$ cat src/rtl/opsel_alu_pkg.sv
package opsel_alu_pkg;

  typedef enum logic [3:0] {
    OP_CLR  = 4'b0000,
    OP_ADD  = 4'b0001,
    OP_SUB  = 4'b0010,
    OP_MUL  = 4'b0011,
    OP_INC  = 4'b0100,
    OP_DEC  = 4'b0101,
    OP_SHL  = 4'b0110,
    OP_SHR  = 4'b0111,
    OP_OR   = 4'b1000,
    OP_AND  = 4'b1001,
    OP_NOT  = 4'b1010,
    OP_XOR  = 4'b1011,
    OP_NOR  = 4'b1100,
    OP_NAND = 4'b1101,
    OP_XNOR = 4'b1110,
    OP_SET  = 4'b1111
  } alu_op_e;

  typedef struct packed {
    logic carry;
    logic ovf;
    logic sign;
    logic zero;
  } alu_flags_t;

endpackage

$ cat src/rtl/opsel_alu_arith.sv
module opsel_alu_arith
  import opsel_alu_pkg::*;
#(
  parameter int W = 8
) (
  input  logic [W-1:0] a,
  input  logic [W-1:0] b,
  input  logic [3:0]   op,
  output logic         is_arith,
  output logic [W-1:0] res_lo,
  output logic [W-1:0] res_hi,
  output logic         carry,
  output logic         ovf
);
  localparam int PW = 2 * W;

  logic [W-1:0]  addend;
  logic          cin;
  logic          add_like;
  logic          use_adder;
  logic [W:0]    sum;
  logic [PW-1:0] prod;

  // One shared adder serves add, subtract, increment and decrement.
  always_comb begin
    addend   = '0;
    cin      = 1'b0;
    add_like = 1'b0;
    unique case (op)
      OP_ADD: begin addend = b;  cin = 1'b0; add_like = 1'b1; end
      OP_SUB: begin addend = ~b; cin = 1'b1; add_like = 1'b0; end
      OP_INC: begin addend = '0; cin = 1'b1; add_like = 1'b1; end
      OP_DEC: begin addend = '1; cin = 1'b0; add_like = 1'b0; end
      default: begin addend = '0; cin = 1'b0; add_like = 1'b0; end
    endcase
  end

  assign use_adder = (op == OP_ADD) || (op == OP_SUB) ||
                     (op == OP_INC) || (op == OP_DEC);
  assign is_arith  = use_adder || (op == OP_MUL);

  assign sum  = {1'b0, a} + {1'b0, addend} + {{W{1'b0}}, cin};
  assign prod = {{W{1'b0}}, a} * {{W{1'b0}}, b};

  always_comb begin
    res_lo = '0;
    res_hi = '0;
    carry  = 1'b0;
    ovf    = 1'b0;
    if (op == OP_MUL) begin
      res_lo = prod[W-1:0];
      res_hi = prod[PW-1:W];
    end else if (use_adder) begin
      res_lo = sum[W-1:0];
      // Carry out for additive forms, borrow (inverted carry) otherwise.
      carry  = add_like ? sum[W] : ~sum[W];
      ovf    = (a[W-1] == addend[W-1]) && (sum[W-1] != a[W-1]);
    end
  end

endmodule

$ cat src/rtl/opsel_alu_bitwise.sv
module opsel_alu_bitwise
  import opsel_alu_pkg::*;
#(
  parameter int W = 8
) (
  input  logic [W-1:0] a,
  input  logic [W-1:0] b,
  input  logic [3:0]   op,
  output logic [W-1:0] res,
  output logic         carry
);

  always_comb begin
    res   = '0;
    carry = 1'b0;
    unique case (op)
      OP_CLR:  res = '0;
      OP_SET:  res = '1;
      OP_SHL:  begin res = {a[W-2:0], 1'b0}; carry = a[W-1]; end
      OP_SHR:  begin res = {1'b0, a[W-1:1]}; carry = a[0];   end
      OP_OR:   res = a | b;
      OP_AND:  res = a & b;
      OP_NOT:  res = ~a;
      OP_XOR:  res = a ^ b;
      OP_NOR:  res = ~(a | b);
      OP_NAND: res = ~(a & b);
      OP_XNOR: res = ~(a ^ b);
      default: begin res = '0; carry = 1'b0; end
    endcase
  end

endmodule

$ cat src/rtl/opsel_alu_status.sv
module opsel_alu_status
  import opsel_alu_pkg::*;
#(
  parameter int W = 8
) (
  input  logic         is_arith,
  input  logic [W-1:0] ar_lo,
  input  logic [W-1:0] ar_hi,
  input  logic         ar_carry,
  input  logic         ar_ovf,
  input  logic [W-1:0] bw_res,
  input  logic         bw_carry,
  output logic [W-1:0] x,
  output logic [W-1:0] y,
  output alu_flags_t   flags
);

  assign x = is_arith ? ar_lo : bw_res;
  assign y = is_arith ? ar_hi : '0;

  always_comb begin
    flags.carry = is_arith ? ar_carry : bw_carry;
    flags.ovf   = is_arith && ar_ovf;
    flags.sign  = x[W-1];
    flags.zero  = ~|{y, x};
  end

endmodule

$ cat src/rtl/opsel_alu.sv
module opsel_alu
  import opsel_alu_pkg::*;
#(
  parameter int W = 8
) (
  input  logic         clk,
  input  logic         rst_n,
  input  logic         in_valid,
  output logic         in_ready,
  input  logic [W-1:0] in_a,
  input  logic [W-1:0] in_b,
  input  logic [3:0]   in_op,
  output logic         out_valid,
  input  logic         out_ready,
  output logic [W-1:0] out_x,
  output logic [W-1:0] out_y,
  output logic [3:0]   out_flags
);

  logic         is_arith;
  logic [W-1:0] ar_lo;
  logic [W-1:0] ar_hi;
  logic         ar_carry;
  logic         ar_ovf;
  logic [W-1:0] bw_res;
  logic         bw_carry;
  logic [W-1:0] nx_x;
  logic [W-1:0] nx_y;
  alu_flags_t   nx_flags;
  logic         take;

  opsel_alu_arith #(.W(W)) u_arith (
    .a        (in_a),
    .b        (in_b),
    .op       (in_op),
    .is_arith (is_arith),
    .res_lo   (ar_lo),
    .res_hi   (ar_hi),
    .carry    (ar_carry),
    .ovf      (ar_ovf)
  );

  opsel_alu_bitwise #(.W(W)) u_bitwise (
    .a     (in_a),
    .b     (in_b),
    .op    (in_op),
    .res   (bw_res),
    .carry (bw_carry)
  );

  opsel_alu_status #(.W(W)) u_status (
    .is_arith (is_arith),
    .ar_lo    (ar_lo),
    .ar_hi    (ar_hi),
    .ar_carry (ar_carry),
    .ar_ovf   (ar_ovf),
    .bw_res   (bw_res),
    .bw_carry (bw_carry),
    .x        (nx_x),
    .y        (nx_y),
    .flags    (nx_flags)
  );

  // Output stage: empty or draining means a new input may enter.
  assign in_ready = !out_valid || out_ready;
  assign take     = in_valid && in_ready;

  always_ff @(posedge clk) begin
    if (!rst_n) begin
      out_valid <= 1'b0;
      out_x     <= '0;
      out_y     <= '0;
      out_flags <= '0;
    end else begin
      if (take) begin
        out_valid <= 1'b1;
        out_x     <= nx_x;
        out_y     <= nx_y;
        out_flags <= nx_flags;
      end else if (out_ready) begin
        out_valid <= 1'b0;
      end
    end
  end

  // an accepted input is presented on the next cycle
  a_r1_accept_presents: assert property (@(posedge clk) disable iff (!rst_n)
    in_valid && in_ready |=> out_valid);

  // stalled result is held
  a_r2_hold_stalled: assert property (@(posedge clk) disable iff (!rst_n)
    out_valid && !out_ready |=> out_valid && $stable(out_x) && $stable(out_y) && $stable(out_flags));

  // secondary byte is zero unless the code is multiply
  a_r6_y_zero: assert property (@(posedge clk) disable iff (!rst_n)
    in_valid && in_ready && (in_op != OP_MUL) |=> out_y == '0);

  // clear and preset
  a_r10_clear: assert property (@(posedge clk) disable iff (!rst_n)
    in_valid && in_ready && (in_op == OP_CLR) |=> out_x == '0);
  a_r10_preset: assert property (@(posedge clk) disable iff (!rst_n)
    in_valid && in_ready && (in_op == OP_SET) |=> out_x == '1);

  // sign follows the top result bit
  a_r11_sign: assert property (@(posedge clk) disable iff (!rst_n)
    out_valid |-> out_flags[2'd1] == out_x[W-1]);

  // no overflow for codes with the top bit set
  a_r12_no_overflow: assert property (@(posedge clk) disable iff (!rst_n)
    in_valid && in_ready && in_op[3] |=> !out_flags[2'd2]);

endmodule

$ cat config.mk
export PLATFORM = sky130hd
export DESIGN_NAME = opsel_alu
export DESIGN_NICKNAME = d
export VERILOG_FILES = /design/src/rtl/opsel_alu_pkg.sv /design/src/rtl/opsel_alu_arith.sv /design/src/rtl/opsel_alu_bitwise.sv /design/src/rtl/opsel_alu_status.sv /design/src/rtl/opsel_alu.sv
export SDC_FILE = /design/constraint.sdc
export NUM_CORES = 1
export LEC_CHECK = 0
export ABC_AREA = 0
export CELL_PAD_IN_SITES_DETAIL_PLACEMENT = 1
export CELL_PAD_IN_SITES_GLOBAL_PLACEMENT = 2
export CORE_UTILIZATION = 42
export CTS_CLUSTER_DIAMETER = 50
export CTS_CLUSTER_SIZE = 20
export DETAILED_ROUTE_END_ITERATION = 10
export DONT_BUFFER_PORTS = 1
export GPL_TIMING_DRIVEN = 0
export PLACE_DENSITY = 0.9
export SYNTH_ARGS = -nofsm -noshare
export SYNTH_HDL_FRONTEND = slang
export SYNTH_SLANG_ARGS = --single-unit
$ cat constraint.sdc
create_clock -name clk -period 11 [get_ports clk]
set_input_delay 2.2 -clock clk [delete_from_list [all_inputs] [get_ports clk]]
set_output_delay 2.2 -clock clk [all_outputs]
set_load 0.005 [all_outputs]
After elaboration in Yosys (flattened, before gate mapping)
Index checks and enable logic that the tools add are counted.

Flip-flop bits (word level): 21. Bits of input ports: 24. Output and inout port bits: 22. Word-level logic and storage cells: 65.

Reductions and logical operators: 14. Add/sub/neg operators: 2. $mul: 1. Bitwise operators: 9. Equal/unequal tests: 17. Mux-type cells: 18.

Operators by type and width (count): one-hot mux 8 bit (10 select lines) (1); two-way mux 8 bit (5); inverter 8 bit (5); equality test 4 bit (second input constant) (8); one-hot mux 8 bit (3 select lines) (1); equality test 4 x 3 -> 1 bit (second input constant) (4); multiplier 8 x 8 -> 16 bit (1); OR reduction 16 bit (1); two-way mux 1 bit (10); adder 8 x 8 -> 9 bit (1); adder 9 x 1 -> 9 bit (1); bitwise AND 8 bit (1); equality test 4 x 2 -> 1 bit (second input constant) (2); OR 8 bit (1); XOR 8 bit (1); logical OR 1 bit (5); equality test 4 x 1 -> 1 bit (second input constant) (1); OR reduction 2 bit (2); logical AND 1 bit (3); zero test 1 bit (2); one-hot mux 1 bit (2 select lines) (1); nonzero test 2 bit (1); equality test 1 bit (1); inequality test 1 bit (1); inverter 1 bit (1).

Longest topological paths before layout
Depth in word-level cells: 9. Depth in mapped cells: 19. Gate-level depth less buffers: 19.

Modules after synthesis
Synthesis repeated with hierarchy kept, for this count alone.

Cells, all modules: 616. Area total of the unflattened synthesis: 4825.9 um^2.

By module, submodules not included: opsel_alu_arith (sequential area each 0.0 um^2, area an instance 2771.4 um^2, cells an instance 353, instances 1); opsel_alu_bitwise (sequential area each 0.0 um^2, area an instance 952.2 um^2, cells an instance 138, instances 1); opsel_alu (sequential area each 420.4 um^2, area an instance 850.8 um^2, cells an instance 92, instances 1); opsel_alu_status (sequential area each 0.0 um^2, area an instance 251.5 um^2, cells an instance 33, instances 1).

Worst setup path before layout
Ideal clock, no wire load.

Path type: input to register. Start point: in in_a[1]. End point: reg out_flags[0]. Library setup time: 0.084 ns. Setup slack: 4.580 ns. Arrival: 6.336 ns. Stages on the path: 16. Path buffers: 0. Required time: 10.916 ns. Cell sequence: inv_1 nor2_1 fa_1 fa_1 fa_1 inv_1 fa_1 inv_1 ha_1 a2111oi_0 a21oi_1 a311oi_1 xnor2_1 nor2_1 nand4b_1 o31ai_2.

Longest elaborated chain between the ends: 7. Elaborated cells on any way between the ends: 18. Those cells by class: add/sub (2); mul (1); mux (6); bitwise (7); reduce/logical (2).

RTL lines: from (decl) (RTL line opsel_alu.sv:10) `input logic [W-1:0] in_a,`; adder 8 x 8 -> 9 bit (RTL line opsel_alu_arith.sv:42) `assign sum = {1'b0, a} + {1'b0, addend} + {{W{1'b0}}, cin};`; adder 9 x 1 -> 9 bit (RTL line opsel_alu_arith.sv:42); two-way mux 8 bit (RTL line opsel_alu_arith.sv:53) `end else if (use_adder) begin`; two-way mux 8 bit (RTL line opsel_alu_arith.sv:50) `if (op == OP_MUL) begin`; two-way mux 8 bit (RTL line opsel_alu_status.sv:18) `assign x = is_arith ? ar_lo : bw_res;`; OR reduction 16 bit (*) (RTL line opsel_alu_status.sv:25) `flags.zero = ~|{y, x};`; zero test 1 bit (*) (RTL line opsel_alu_status.sv:25); to (signal assigned) (RTL line opsel_alu.sv:79) `out_flags <= nx_flags;`; to (decl) (RTL line opsel_alu.sv:17) `output logic [3:0] out_flags`.

Every way passes the cells marked *; elsewhere a longest branch is shown, timed or not. A chain may end at the register's enable or synchronous reset.

Worst setup path in the final report
Ends and elaborated chain as after synthesis.

==> flow_summary.yaml <==
flow_run:
  maxCapViolations: 0
cts:
  path_clk_slew_ns: 0.06
  cts_resized: 0
  clockRootBuffer: "clkbuf_8"
  cts_tree: "built"
  cts_sinks: 20
  clkLatencyLatePin_ns: 0.25
  cts_max_level: 1
  cts.path.max_buffers: 2
  cts_hold_buf: 0
  cts_setup_buffers: 0
  numCtsBuffers: 3
place:
  portBuffers: 0
  gp_congestion: 0.908
  dpl.hpwl_mm: 11.9
  dp_slack_ns: 4.09
cells_and_area:
  syn2layout_area_growth_pct: 4.73
  final_layout_size_suffix_gt1_share_pct: 4.94
  nFillCells: 1331
  multi_input_area_sq_um: 3630
  nets: 710
  ff_latch_area_sq_um: 400
  layout_commonest_cell: "nor2_1"
  final_cell_mix: "nor2_1, inv_1, ha_1, nand2_1, fa_1"
  diodes: 0
power:
  p_sw_mw: 0.262
  vdd_drop_max_mv: 0.0941
  p_per_area_nw_per_um2: 112
  seq_power_share_pct: 15.2
  p_int_mw: 0.263
  clkPwrFrac_pct: 8.6
  leakage_nw: 2.20
  netSwitchingFraction_pct: 49.9
  combPwrFrac_pct: 76.1
timing:
  min_period_ns: 6.63
  hold_viol_final: 0
  whs_ns: 0.487
  setup_slack_ns: 4.37
  slew_headroom_pct: 56.2
  fin_crit_sh_pct: 60.3
  setup_viol: 0
  max_freq_mhz: 151
  worst_slew_pin_slew_ns: 0.649
  totalNegativeSetupSlack_ns: 0
  grt_setup_unrepaired: "false"
  skew_ns: 0.00926
  slew_violations: 0
synth:
  async_flop_share_pct: 0
  yosys_warnings: 0
  ys_seq_area_share_pct: 8.96
  synth.ff_latch_count: 20
  syn_area_sq_um: 4470
  yosys.area_share.xor_xnor_pct: 3.53
  synthMuxAreaShare_pct: 1.37
  yosys.cell_types.count: 67
  synth_compound_area_share_pct: 20.7
  synth_top_family_by_area: "adder cells"
  synth_ff_type: "dfxtp_1"
  synth_simple_gate_area_share_pct: 22.2
  synth_area_per_cell_sq_um: 7.65
  synth_edf_count: 0
  synthAdderAreaFrac_pct: 33.5
  syn_inst: 584
  syn_nets: 705
min_path:
  hp-class: "reg -> reg"
die:
  row_count: 37
  ios: 46
  fp.dieH_microns: 105
  core_area_sq_um: 10300
  die_area_sq_um: 11100
  initial_core_util_pct: 43.3
  die_w_microns: 105
route:
  postRouteAntennaNets: 0
  first_pass_iters: 4
  totalWireLength_mm: 14.1
  drc: 0
  vias: 4241
  viasPerCell: 5.87
  wl_per_cell_microns: 19.5
  drt-initial-drc-count: 243
grt:
  grt_pass1_vias: 4483
  use_met2_pct: 45.6
  grt_pass1_wl_mm: 23.0
  grt_busiest_layer: "met2"
  grt_max_degree: 11
  met3_usage_pct: 2.25
  grt_overflow: 0
  grt_usage_pct: 26.4
  grtUsageMet1_pct: 34.7
  antenna_found_initial: 0
worst_setup_path:
  worstSetupEndpointType: "flop"
  start_kind: "input port"
  critPathMaxFanout: 8
  crit_required_ns: 11.16
  critPathKind: "in -> reg"
  r2r_slack_ns: 8.97
  cp.arrival_ns: 6.79
outcome:
  status: "complete, no violations"
## worst max-delay path, cell delays in order
cell and delay (ns):
inv_1 0.26, nor2_1 0.12, fa_1 0.53, fa_1 0.53
fa_1 0.55, inv_1 0.06, fa_1 0.53, inv_1 0.04
ha_1 0.37, a2111oi_0 0.41, a21oi_1 0.19, a311oi_1 0.37
xnor2_1 0.16, nor2_1 0.07, nand4b_1 0.20, o31ai_2 0.19
## synth_stat cells, types with 5 or more instances
master,count,share of area (%)
o211a_1,6,1.3
buf_2,7,0.78
nor2b_1,21,2.9
o21a_1,5,0.84
nand3_1,8,0.90
a21o_1,6,1.0
nor2_1,73,6.1
ha_1,59,17
and3_1,5,0.70
fa_1,38,17
nand2b_1,9,1.3
inv_1,68,5.7
a21boi_0,8,1.3
xnor2_1,14,2.7
or3_1,10,1.4
nor3_1,10,1.1
dfxtp_1,20,9.0
nand2_1,53,4.5
clkbuf_1,8,0.67
a21oi_1,29,3.2
o21ai_0,31,3.5
clkinv_1,6,0.50
## layer usage
metal  vias to the layer above  routed length (microns)
li1                       1996                        -
met2                       101                     6880
met5                         -                        0
met3                        23                      638
met1                      2121                     6200
met4                         0                      374
## state kept, by name, indices dropped and copies added (netlist names)
name,flops
out_y,8
out_x,7
out_flags,4
out_valid,1
## power by group through the flow
| stage | clock (mW) | sequential, mW | combinational [mW] |
|---|---|---|---|
| floorplan | 0 | 0.0806 | 0.297 |
| global placement | 0 | 0.0815 | 0.386 |
| detailed placement | 0 | 0.0816 | 0.398 |
| CTS | 0.0461 | 0.0800 | 0.403 |
| global route | 0.0501 | 0.0805 | 0.450 |
| finish | 0.0451 | 0.0800 | 0.399 |
## per-stage QoR
step	utilization [%]	instance area, sq um	instances	power [mW]
after global routing	45.3	4680	723	0.581
after detailed placement	44.9	4640	720	0.480
after floorplan	-	4470	584	0.378
after global placement	44.9	4640	720	0.467
final	45.3	4680	723	0.525
after CTS	45.3	4680	723	0.529
## cells by family after synthesis
group	after synthesis
flops	20
mux	5
fa+ha+maj	97
xor+xnor	18
compound gates	135
buf+inv	101
simple gates	208
## final timing paths
kind	to	from	depth (start not counted)
hold / removal	out_y[6]	out_y[6]	2
setup / recovery	out_flags[0]	in_a[1]	16
hold reg to reg	out_y[6]	out_y[6]	2
setup reg to reg	out_flags[0]	out_valid	7
## layout make-up
type / instances / area share (%)
inverter: 75 / 6.02
multi-input combinational: 463 / 77.6
clock buffer: 3 / 0.882
buffer: 26 / 3.26
sequential: 20 / 8.56
tap: 136 / 3.64
Power figures use the tool's default switching activity.
